$ cat src/rtl/mbx_pkg.sv
package mbx_pkg;
    localparam int WIDX_W    = 7;
    localparam int WORD_W    = 32;
    localparam int COMB_REGS = 4;

    localparam logic [4:0] OFS_STAT = 5'h00;
    localparam logic [4:0] OFS_SET  = 5'h0C;
    localparam logic [4:0] OFS_DONE = 5'h10;
    localparam logic [4:0] OFS_DCLR = 5'h14;
    localparam logic [4:0] OFS_DEN  = 5'h18;

    localparam logic [11:0] A_CFG   = 12'hF80;
    localparam logic [11:0] A_AREQ  = 12'hF88;
    localparam logic [11:0] A_ARDY  = 12'hF8C;
    localparam logic [11:0] A_GEN   = 12'hF98;
    localparam logic [11:0] A_COMB0 = 12'hFA0;
    localparam logic [11:0] A_ARCH  = 12'hFCC;
    localparam int          GEN_COMB_BIT = 2;

    typedef struct packed {
        logic [WORD_W-1:0] stat;
        logic              done;
        logic              den;
    } win_state_t;

    typedef struct packed {
        logic req;
        logic rdy;
        logic comb_en;
    } acc_state_t;
endpackage

$ cat src/rtl/mbx_tx_window.sv
module mbx_tx_window
    import mbx_pkg::*;
#(
    parameter bit HAS_IRQ = 1'b1
) (
    input  logic              clk,
    input  logic              rst_n,
    input  logic              set_we,
    input  logic [WORD_W-1:0] set_val,
    input  logic              dclr_we,
    input  logic              dclr_bit,
    input  logic              den_we,
    input  logic              den_bit,
    input  logic              rclr_en,
    input  logic [WORD_W-1:0] rclr_mask,
    output logic [WORD_W-1:0] stat,
    output logic              done,
    output logic              den
);
    win_state_t s_d, s_q;
    logic       empties;

    always_comb begin
        s_d      = s_q;
        s_d.stat = (s_q.stat & ~(rclr_en ? rclr_mask : '0))
                 | (set_we ? set_val : '0);
        empties  = (s_q.stat != '0) && (s_d.stat == '0);
        if (HAS_IRQ) begin
            if (empties)
                s_d.done = 1'b1;
            else if (dclr_we && dclr_bit)
                s_d.done = 1'b0;
            if (den_we)
                s_d.den = den_bit;
        end else begin
            s_d.done = 1'b0;
            s_d.den  = 1'b0;
        end
    end

    always_ff @(posedge clk) begin
        if (!rst_n) s_q <= '0;
        else        s_q <= s_d;
    end

    assign stat = s_q.stat;
    assign done = s_q.done;
    assign den  = s_q.den;
endmodule

$ cat src/rtl/mbx_tx_access.sv
module mbx_tx_access
    import mbx_pkg::*;
(
    input  logic clk,
    input  logic rst_n,
    input  logic req_we,
    input  logic req_bit,
    input  logic gen_we,
    input  logic gen_bit,
    input  logic link_ready,
    output logic req,
    output logic rdy,
    output logic comb_en
);
    acc_state_t a_d, a_q;

    always_comb begin
        a_d     = a_q;
        a_d.rdy = a_q.req & link_ready;
        if (req_we) a_d.req     = req_bit;
        if (gen_we) a_d.comb_en = gen_bit;
    end

    always_ff @(posedge clk) begin
        if (!rst_n) a_q <= '0;
        else        a_q <= a_d;
    end

    assign req     = a_q.req;
    assign rdy     = a_q.rdy;
    assign comb_en = a_q.comb_en;
endmodule

$ cat src/rtl/mbx_sender_frame.sv
module mbx_sender_frame
    import mbx_pkg::*;
#(
    parameter int NWIN      = 4,
    parameter int MINOR_REV = 1,
    parameter int MAJOR_REV = 2
) (
    input  logic                   clk,
    input  logic                   rst_n,
    input  logic                   bus_we,
    input  logic [11:0]            bus_addr,
    input  logic [31:0]            bus_wdata,
    output logic [31:0]            bus_rdata,
    output logic [NWIN*WORD_W-1:0] lnk_stat,
    output logic                   lnk_req,
    input  logic                   lnk_ready,
    input  logic                   rx_clr_en,
    input  logic [WIDX_W-1:0]      rx_clr_win,
    input  logic [31:0]            rx_clr_mask
,   output logic                   irq
);
    localparam bit HAS_IRQ = (MINOR_REV >= 1);
    localparam int COMB_W  = COMB_REGS * WORD_W;

    logic [WIDX_W-1:0] win_idx;
    logic [4:0]        win_ofs;
    logic              win_hit;
    logic              acc_req, acc_rdy, comb_en;
    logic [NWIN-1:0]   done_v, den_v;
    logic [COMB_W-1:0] comb_vec;

    assign win_idx = bus_addr[11:5];
    assign win_ofs = bus_addr[4:0];
    assign win_hit = (int'(win_idx) < NWIN);

    mbx_tx_access u_acc (
        .clk        (clk),
        .rst_n      (rst_n),
        .req_we     (bus_we && bus_addr == A_AREQ),
        .req_bit    (bus_wdata[0]),
        .gen_we     (bus_we && bus_addr == A_GEN),
        .gen_bit    (bus_wdata[GEN_COMB_BIT]),
        .link_ready (lnk_ready),
        .req        (acc_req),
        .rdy        (acc_rdy),
        .comb_en    (comb_en)
    );

    for (genvar w = 0; w < NWIN; w++) begin : g_win
        logic sel;
        assign sel = win_hit && (int'(win_idx) == w);
        mbx_tx_window #(.HAS_IRQ(HAS_IRQ)) u_win (
            .clk       (clk),
            .rst_n     (rst_n),
            .set_we    (bus_we && sel && win_ofs == OFS_SET && acc_rdy),
            .set_val   (bus_wdata),
            .dclr_we   (bus_we && sel && win_ofs == OFS_DCLR),
            .dclr_bit  (bus_wdata[0]),
            .den_we    (bus_we && sel && win_ofs == OFS_DEN),
            .den_bit   (bus_wdata[0]),
            .rclr_en   (rx_clr_en && int'(rx_clr_win) == w),
            .rclr_mask (rx_clr_mask),
            .stat      (lnk_stat[w*WORD_W +: WORD_W]),
            .done      (done_v[w]),
            .den       (den_v[w])
        );
    end

    always_comb begin
        comb_vec = '0;
        for (int w = 0; w < NWIN; w++)
            comb_vec[w] = done_v[w] & den_v[w];
    end

    assign irq     = comb_en & (|comb_vec);
    assign lnk_req = acc_req;

    always_comb begin
        bus_rdata = '0;
        if (win_hit) begin
            for (int w = 0; w < NWIN; w++) begin
                if (int'(win_idx) == w) begin
                    case (win_ofs)
                        OFS_STAT: bus_rdata = lnk_stat[w*WORD_W +: WORD_W];
                        OFS_DONE: bus_rdata = {31'b0, done_v[w]};
                        OFS_DEN:  bus_rdata = {31'b0, den_v[w]};
                        default:  bus_rdata = '0;
                    endcase
                end
            end
        end else begin
            case (bus_addr)
                A_CFG:   bus_rdata = {25'b0, 7'(NWIN)};
                A_AREQ:  bus_rdata = {31'b0, acc_req};
                A_ARDY:  bus_rdata = {31'b0, acc_rdy};
                A_GEN:   bus_rdata = 32'(comb_en) << GEN_COMB_BIT;
                A_ARCH:  bus_rdata = {24'b0, 4'(MAJOR_REV), 4'(MINOR_REV)};
                default: begin
                    for (int k = 0; k < COMB_REGS; k++)
                        if (bus_addr == A_COMB0 + 12'(4*k))
                            bus_rdata = comb_vec[k*WORD_W +: WORD_W];
                end
            endcase
        end
    end
endmodule

$ cat config.mk
export PLATFORM = sky130hd
export DESIGN_NAME = mbx_sender_frame
export DESIGN_NICKNAME = d
export VERILOG_FILES = /design/src/rtl/mbx_pkg.sv /design/src/rtl/mbx_tx_window.sv /design/src/rtl/mbx_tx_access.sv /design/src/rtl/mbx_sender_frame.sv
export SDC_FILE = /design/constraint.sdc
export NUM_CORES = 1
export LEC_CHECK = 0
export BUFFER_PORTS_ARGS = -buffer_cell sky130_fd_sc_hd__clkbuf_2
export CORE_MARGIN = 3
export CORE_UTILIZATION = 47
export CTS_CLUSTER_DIAMETER = 30
export DETAILED_ROUTE_END_ITERATION = 16
export PLACE_DENSITY = 0.79
export REMOVE_ABC_BUFFERS = 1
export SYNTH_ARGS = -nofsm -noshare
export SYNTH_HDL_FRONTEND = slang
export SYNTH_SLANG_ARGS = --single-unit
$ cat constraint.sdc
create_clock -name clk -period 2.7 [get_ports clk]
set_input_delay 0.54 -clock clk [delete_from_list [all_inputs] [get_ports clk]]
set_output_delay 0.54 -clock clk [all_outputs]
set_load 0.1 [all_outputs]
### Word-level counts from Yosys, hierarchy flattened

Index checks and enable logic that the tools add are counted.

| storage, ports and cells | value |
|---|---|
| memories kept | 0 |
| output and inout port bits | 162 |
| memory bits (read-only) | 0 |
| RAM bits | 0 |
| register bits | 139 |
| latch bits | 0 |

| cells by class | value |
|---|---|
| multiplexer cells | 30 |
| reductions and logical operators | 54 |
| multiply operators | 0 |
| $lt $le $gt $ge | 1 |
| add/sub/neg operators | 0 |
| bitwise operators | 18 |
| shift-type cells | 0 |
| divide/modulo/power cells | 0 |
| eq/ne operators | 19 |

Operator list:

| kind | count |
|---|---|
| 32-bit two-way mux | 16 |
| 32-bit case mux with 3 select lines | 4 |
| 32-bit case mux with 5 select lines | 1 |
| 32-bit AND | 4 |
| 32-bit logical NOT | 4 |
| 32-bit inverter | 4 |
| 32-bit bitwise OR | 4 |
| 32-bit nonzero test | 4 |
| 12-bit equality test (second input constant) | 9 |
| 1-bit logical AND | 38 |
| 7-bit by 3-bit equality test with 1-bit output (second input constant) | 4 |
| 5-bit equality test (second input constant) | 3 |
| 7-bit by 2-bit equality test with 1-bit output (second input constant) | 2 |
| 7-bit logical NOT | 2 |
| 1-bit two-way mux | 8 |
| 2-bit nonzero test | 4 |
| 7-bit by 3-bit less-than comparator with 1-bit output (second input constant) | 1 |
| 1-bit AND | 6 |
| 5-bit by 4-bit equality test with 1-bit output (second input constant) | 1 |
| 5-bit logical NOT | 1 |
| 4-bit two-way mux | 1 |
| 4-bit OR reduction | 1 |

### Depth between registers and ports, before layout

| depth | value |
|---|---|
| depth after elaboration | 10 |
| gate-level depth with buffers | 9 |
| depth with buffers taken out | 6 |

### By module

A second synthesis with hierarchy kept.

| unflattened totals | value |
|---|---|
| cell total of the unflattened synthesis | 853 |
| area total of the unflattened synthesis | 7644.8 sq um |

Modules (own cells, without submodules):

| module | cells each | instances | sequential area each (sq um) | area an instance (sq um) |
|---|---|---|---|---|
| mbx_tx_window | 170 | 4 | 680.7 | 1516.5 |
| mbx_sender_frame | 165 | 1 | 0.0 | 1480.2 |
| mbx_tx_access | 8 | 1 | 60.1 | 98.8 |

### Worst setup path after synthesis

OpenSTA, ideal clock, no wires.

| timing | value |
|---|---|
| path type | input -> output |
| start | input port bus_addr[11] |
| end | output port bus_rdata[5] |
| required time | 2160 ps |
| arrival | 3891 ps |
| stages on the path | 6 |
| setup slack | -1731 ps |
| cells stage by stage | or4_1 -> clkbuf_1 -> nor2_1 -> clkbuf_1 -> nand2_1 -> o21ai_0 |

| between the ends | value |
|---|---|
| cells in the longest elaborated chain, start to end | 6 |
| elaborated cells on any way between the ends | 20 |

Ends and longest elaborated chain:

| element | RTL line | source |
|---|---|---|
| start: declaration | mbx_sender_frame.sv:11 | `input logic [11:0] bus_addr,` |
| parallel branches: the longest is 5 deep, another holds 32-bit two-way mux | n/a |  |
| 32-bit two-way mux * | mbx_sender_frame.sv:80 | `if (win_hit) begin` |
| end: declaration | mbx_sender_frame.sv:13 | `output logic [31:0] bus_rdata,` |

Mark *: on every way between the ends.

### Worst setup path after layout

| timing | value |
|---|---|
| start | input port bus_addr[11] |
| end | output port bus_rdata[2] |

| between the ends | value |
|---|---|
| cells in the longest elaborated chain, start to end | 7 |
| elaborated cells on any way between the ends | 24 |

Ends and longest elaborated chain:

| element | RTL line | source |
|---|---|---|
| 12-bit equality test | mbx_sender_frame.sv:100 | `if (bus_addr == A_COMB0 + 12'(4*k))` |
| 4-bit two-way mux | mbx_sender_frame.sv:100 |  |
| 32-bit two-way mux (3 in series) | mbx_sender_frame.sv:100 |  |
| 32-bit case mux with 5 select lines | mbx_sender_frame.sv:92 | `case (bus_addr)` |
| 32-bit two-way mux * | mbx_sender_frame.sv:80 |  |

Mark *: on every way between the ends. The rest lies on a longest branch, timed or not.

==> metrics.md <==
| Metric | Value |
|---|---|
| EDFF count, synth | 0 |
| Ant diodes | 0 |
| Relative slew slack | 50.2% |
| Mapped cell area | 7930 sq um |
| Top cells by area, synth | dfxtp_1, nor2b_1, mux4_2 |
| Fin worst setup slack | -0.0211 ns |
| Adder-cell share of the synthesized area | 0% |
| Total track usage | 40.2% |
| Startpoint Class | primary input |
| Final WL | 38000 um |
| Multi-input logic area | 4840 sq um |
| Skew final | 0.0125 ns |
| Vias | 9896 |
| Row count | 46 |
| Outcome | finished, violations left |
| CTS Hold Bufs | 0 |
| Number of global-route vias before repair | 9382 |
| H-tree levels | 4 |
| Total of max-cap violations | 0 |
| Num CTS Buffers | 17 |
| Clk sinks | 139 |
| Clock Latency Late Sink | 0.42 ns |
| Chip Height | 136 um |
| Synth Area in Simple Gates | 31.1% |
| Layout cells sized above 1 | 37.0% |
| Routability congestion estimate | 1.07 |
| Hold_ws | 0.351 ns |
| Peak VDD IR | 439 uV |
| Setup TNS Final | -0.0219 ns |
| Seq/Total Area, Yosys | 35.1% |
| First-pass GRT wire length | 57000 um |
| Number of vias per cell | 6.65 |
| Most common cell after layout, fill and taps aside | clkbuf_2 |
| Required time of the critical path | 2.16 ns |
| Remaining DRCs | 0 |
| #FFs+latches synth | 139 |
| Finished Layout Cells | 1489 |
| Most frequent cells in the layout | clkbuf_2, dfxtp_1, buf_4 |
| TritonCTS clock tree | done |
| Tmin final | 2.72 ns |
| Pin count of the biggest net entering global routing | 47 |
| Die width | 136 um |
| PortBufs | 249 |
| Leakage power | 4.71 nW |
| Clock-pin slew reported for the worst setup and hold paths after clock tree synthesis | 0.06 ns |
| Critical path endpoint category | output port |
| Yosys top cell by area | dfxtp_1 |
| Hpwl dp | 28900 um |
| Core area | 16200 sq um |
| Fillers | 1269 |
| Layout Utilization | 71.3% |
| Synth Area in Compound Gates | 18.9% |
| Gate Count Post-Synth | 925 |
| Mean Syn Cell Area | 8.57 sq um |
| RSZ-0062 raised after global routing | true |
| GRT Residual Overflow | 0 |
| Area Overhead vs Synth | 45.4% |
| Iteration-0 DRC Markers | 1698 |
| Dominant synthesized flop cell | dfxtp_1 |
| Highest clock rate | 368 MHz |
| DRT Pass-1 Iters | 6 |
| Synth Area in XOR/XNOR | 0% |
| Mux contribution to synthesized area | 9.81% |
| Synth top area share | 35.1% |
| Main combinational cell family by area after synthesis | simple AND/OR/NAND/NOR gates |
| CP Class | primary input to output port |
| Maximum clock path buffer count | 2 |
| Min-Delay Path Class | primary input to flop |
| Arr. time, crit path | 2.18 ns |
| Slew @ Worst Pin | 0.740 ns |
| Power density cells | 425 nW/um^2 |
| CTS Root Cell | clkbuf_16 |
| Routed Antenna Nets | 0 |
| Period utilisation layout | 101% |
| Max Slew Vio Count | 0 |
| Violated checks | negative setup slack |
| IO Pins | 250 |
| Syn. warnings | 0 |
| Setup-failing EPs final | 2 |
| Die area | 18500 sq um |
| Hold Vio Cnt, Final | 0 |
| DP Cell Count | 1452 |
| Initial Util | 49.0% |
| Yosys cell types | 59 |
| Wirelength per Cell | 25.6 um |
| Ys async rst share | 0% |
| Initial antenna violation count | 2 |
| Total power | 4.90 mW |
| R2r setup slk | 0.52 ns |
| Nets | 1348 |
| CP max FO | 5 |
| Register area | 2780 sq um |
-- kinds of logic after synthesis --
| logic type | Yosys count |
|---|---|
| AO/OA/AOI/OAI | 219 |
| buffers and inverters | 101 |
| flip-flops | 139 |
| multiplexers | 39 |
| AND/OR/NAND/NOR | 427 |
-- power by group --
part / leakage, nW / internal, mW / switching [mW] / total (mW)
Clock: 0.292 / 1.48 / 0.945 / 2.42
Combinational: 3.30 / 0.172 / 0.257 / 0.430
Sequential: 1.12 / 2.05 / 0.00000805 / 2.05
Total: 4.71 / 3.70 / 1.20 / 4.90
-- layer usage --
| layer | GRT usage (%) | wire length, um |
|---|---|---|
| met1 | 53.1 | 13700 |
| met5 | 0 | 18 |
| met2 | 62.4 | 17200 |
| met4 | 17.9 | 2090 |
| met3 | 10.1 | 5110 |
-- worst max-delay path: stages --
cell,delay (ns)
buf_6,0.09
or4_4,0.55
nor2_4,0.12
buf_6,0.12
buf_12,0.13
a21oi_2,0.04
o22a_1,0.22
a21oi_2,0.17
buf_12,0.20
-- per-stage QoR --
stage	worst slack, ns	area (sq um)
2_1_floorplan	-2.39	7650
3_3_place_gp	-0.223	10800
3_5_place_dp	-0.286	10800
4_1_cts	-0.0923	11400
5_1_grt	-0.0609	11500
6_report	-0.0211	11500
-- synth_stat cells (3+ instances only) --
| library cell | instances |
|---|---|
| buf_1 | 7 |
| o21a_1 | 6 |
| nand4_1 | 30 |
| a22oi_1 | 81 |
| nor2b_1 | 119 |
| dfxtp_1 | 139 |
| a31oi_1 | 26 |
| and2_1 | 7 |
| nor2_1 | 18 |
| nor3_1 | 5 |
| o31ai_1 | 3 |
| nand3_1 | 84 |
| mux2i_1 | 8 |
| buf_2 | 12 |
| nor4_2 | 3 |
| o21ai_0 | 10 |
| nand2b_1 | 4 |
| nand2_1 | 57 |
| a21oi_1 | 44 |
| mux4_2 | 31 |
| and3_1 | 29 |
| clkbuf_1 | 49 |
| a21boi_0 | 18 |
| a21boi_1 | 11 |
| or4_1 | 8 |
| nor4_1 | 42 |
| inv_1 | 31 |
-- timing repair --
action / 4_1_cts / 5_1_grt
gates resized for setup: 9 / 13
gates cloned: 0 / 1
pin swaps: 4 / 3
endpoints found under the setup margin: 22 / 20
buffers inserted: 0 / 4
-- worst paths after layout --
path	to	cells after the start	start
min reg2reg	g_win[3].u_win.done	2	g_win[3].u_win.done
max	bus_rdata[2]	9	bus_addr[11]
min	u_acc.rdy	2	lnk_ready
max reg2reg	g_win[2].u_win.done	8	u_acc.rdy
-- final cells by class --
type | instances | area share [%]
well taps | 216 | 2.34
multi-input cells | 685 | 42.0
flip-flops and latches | 139 | 24.1
clock inverters | 14 | 1.45
inverters | 31 | 1.01
repair buffers | 386 | 25.3
clock buffers | 18 | 3.81
-- flip-flops by register name, summed over array words and instances (netlist names) --
name / count
g_win.u_win.stat: 128
g_win.u_win.den: 4
g_win.u_win.done: 4
u_acc.comb_en: 1
u_acc.rdy: 1
u_acc.req: 1
No activity file was read; power rests on OpenSTA's default activity.
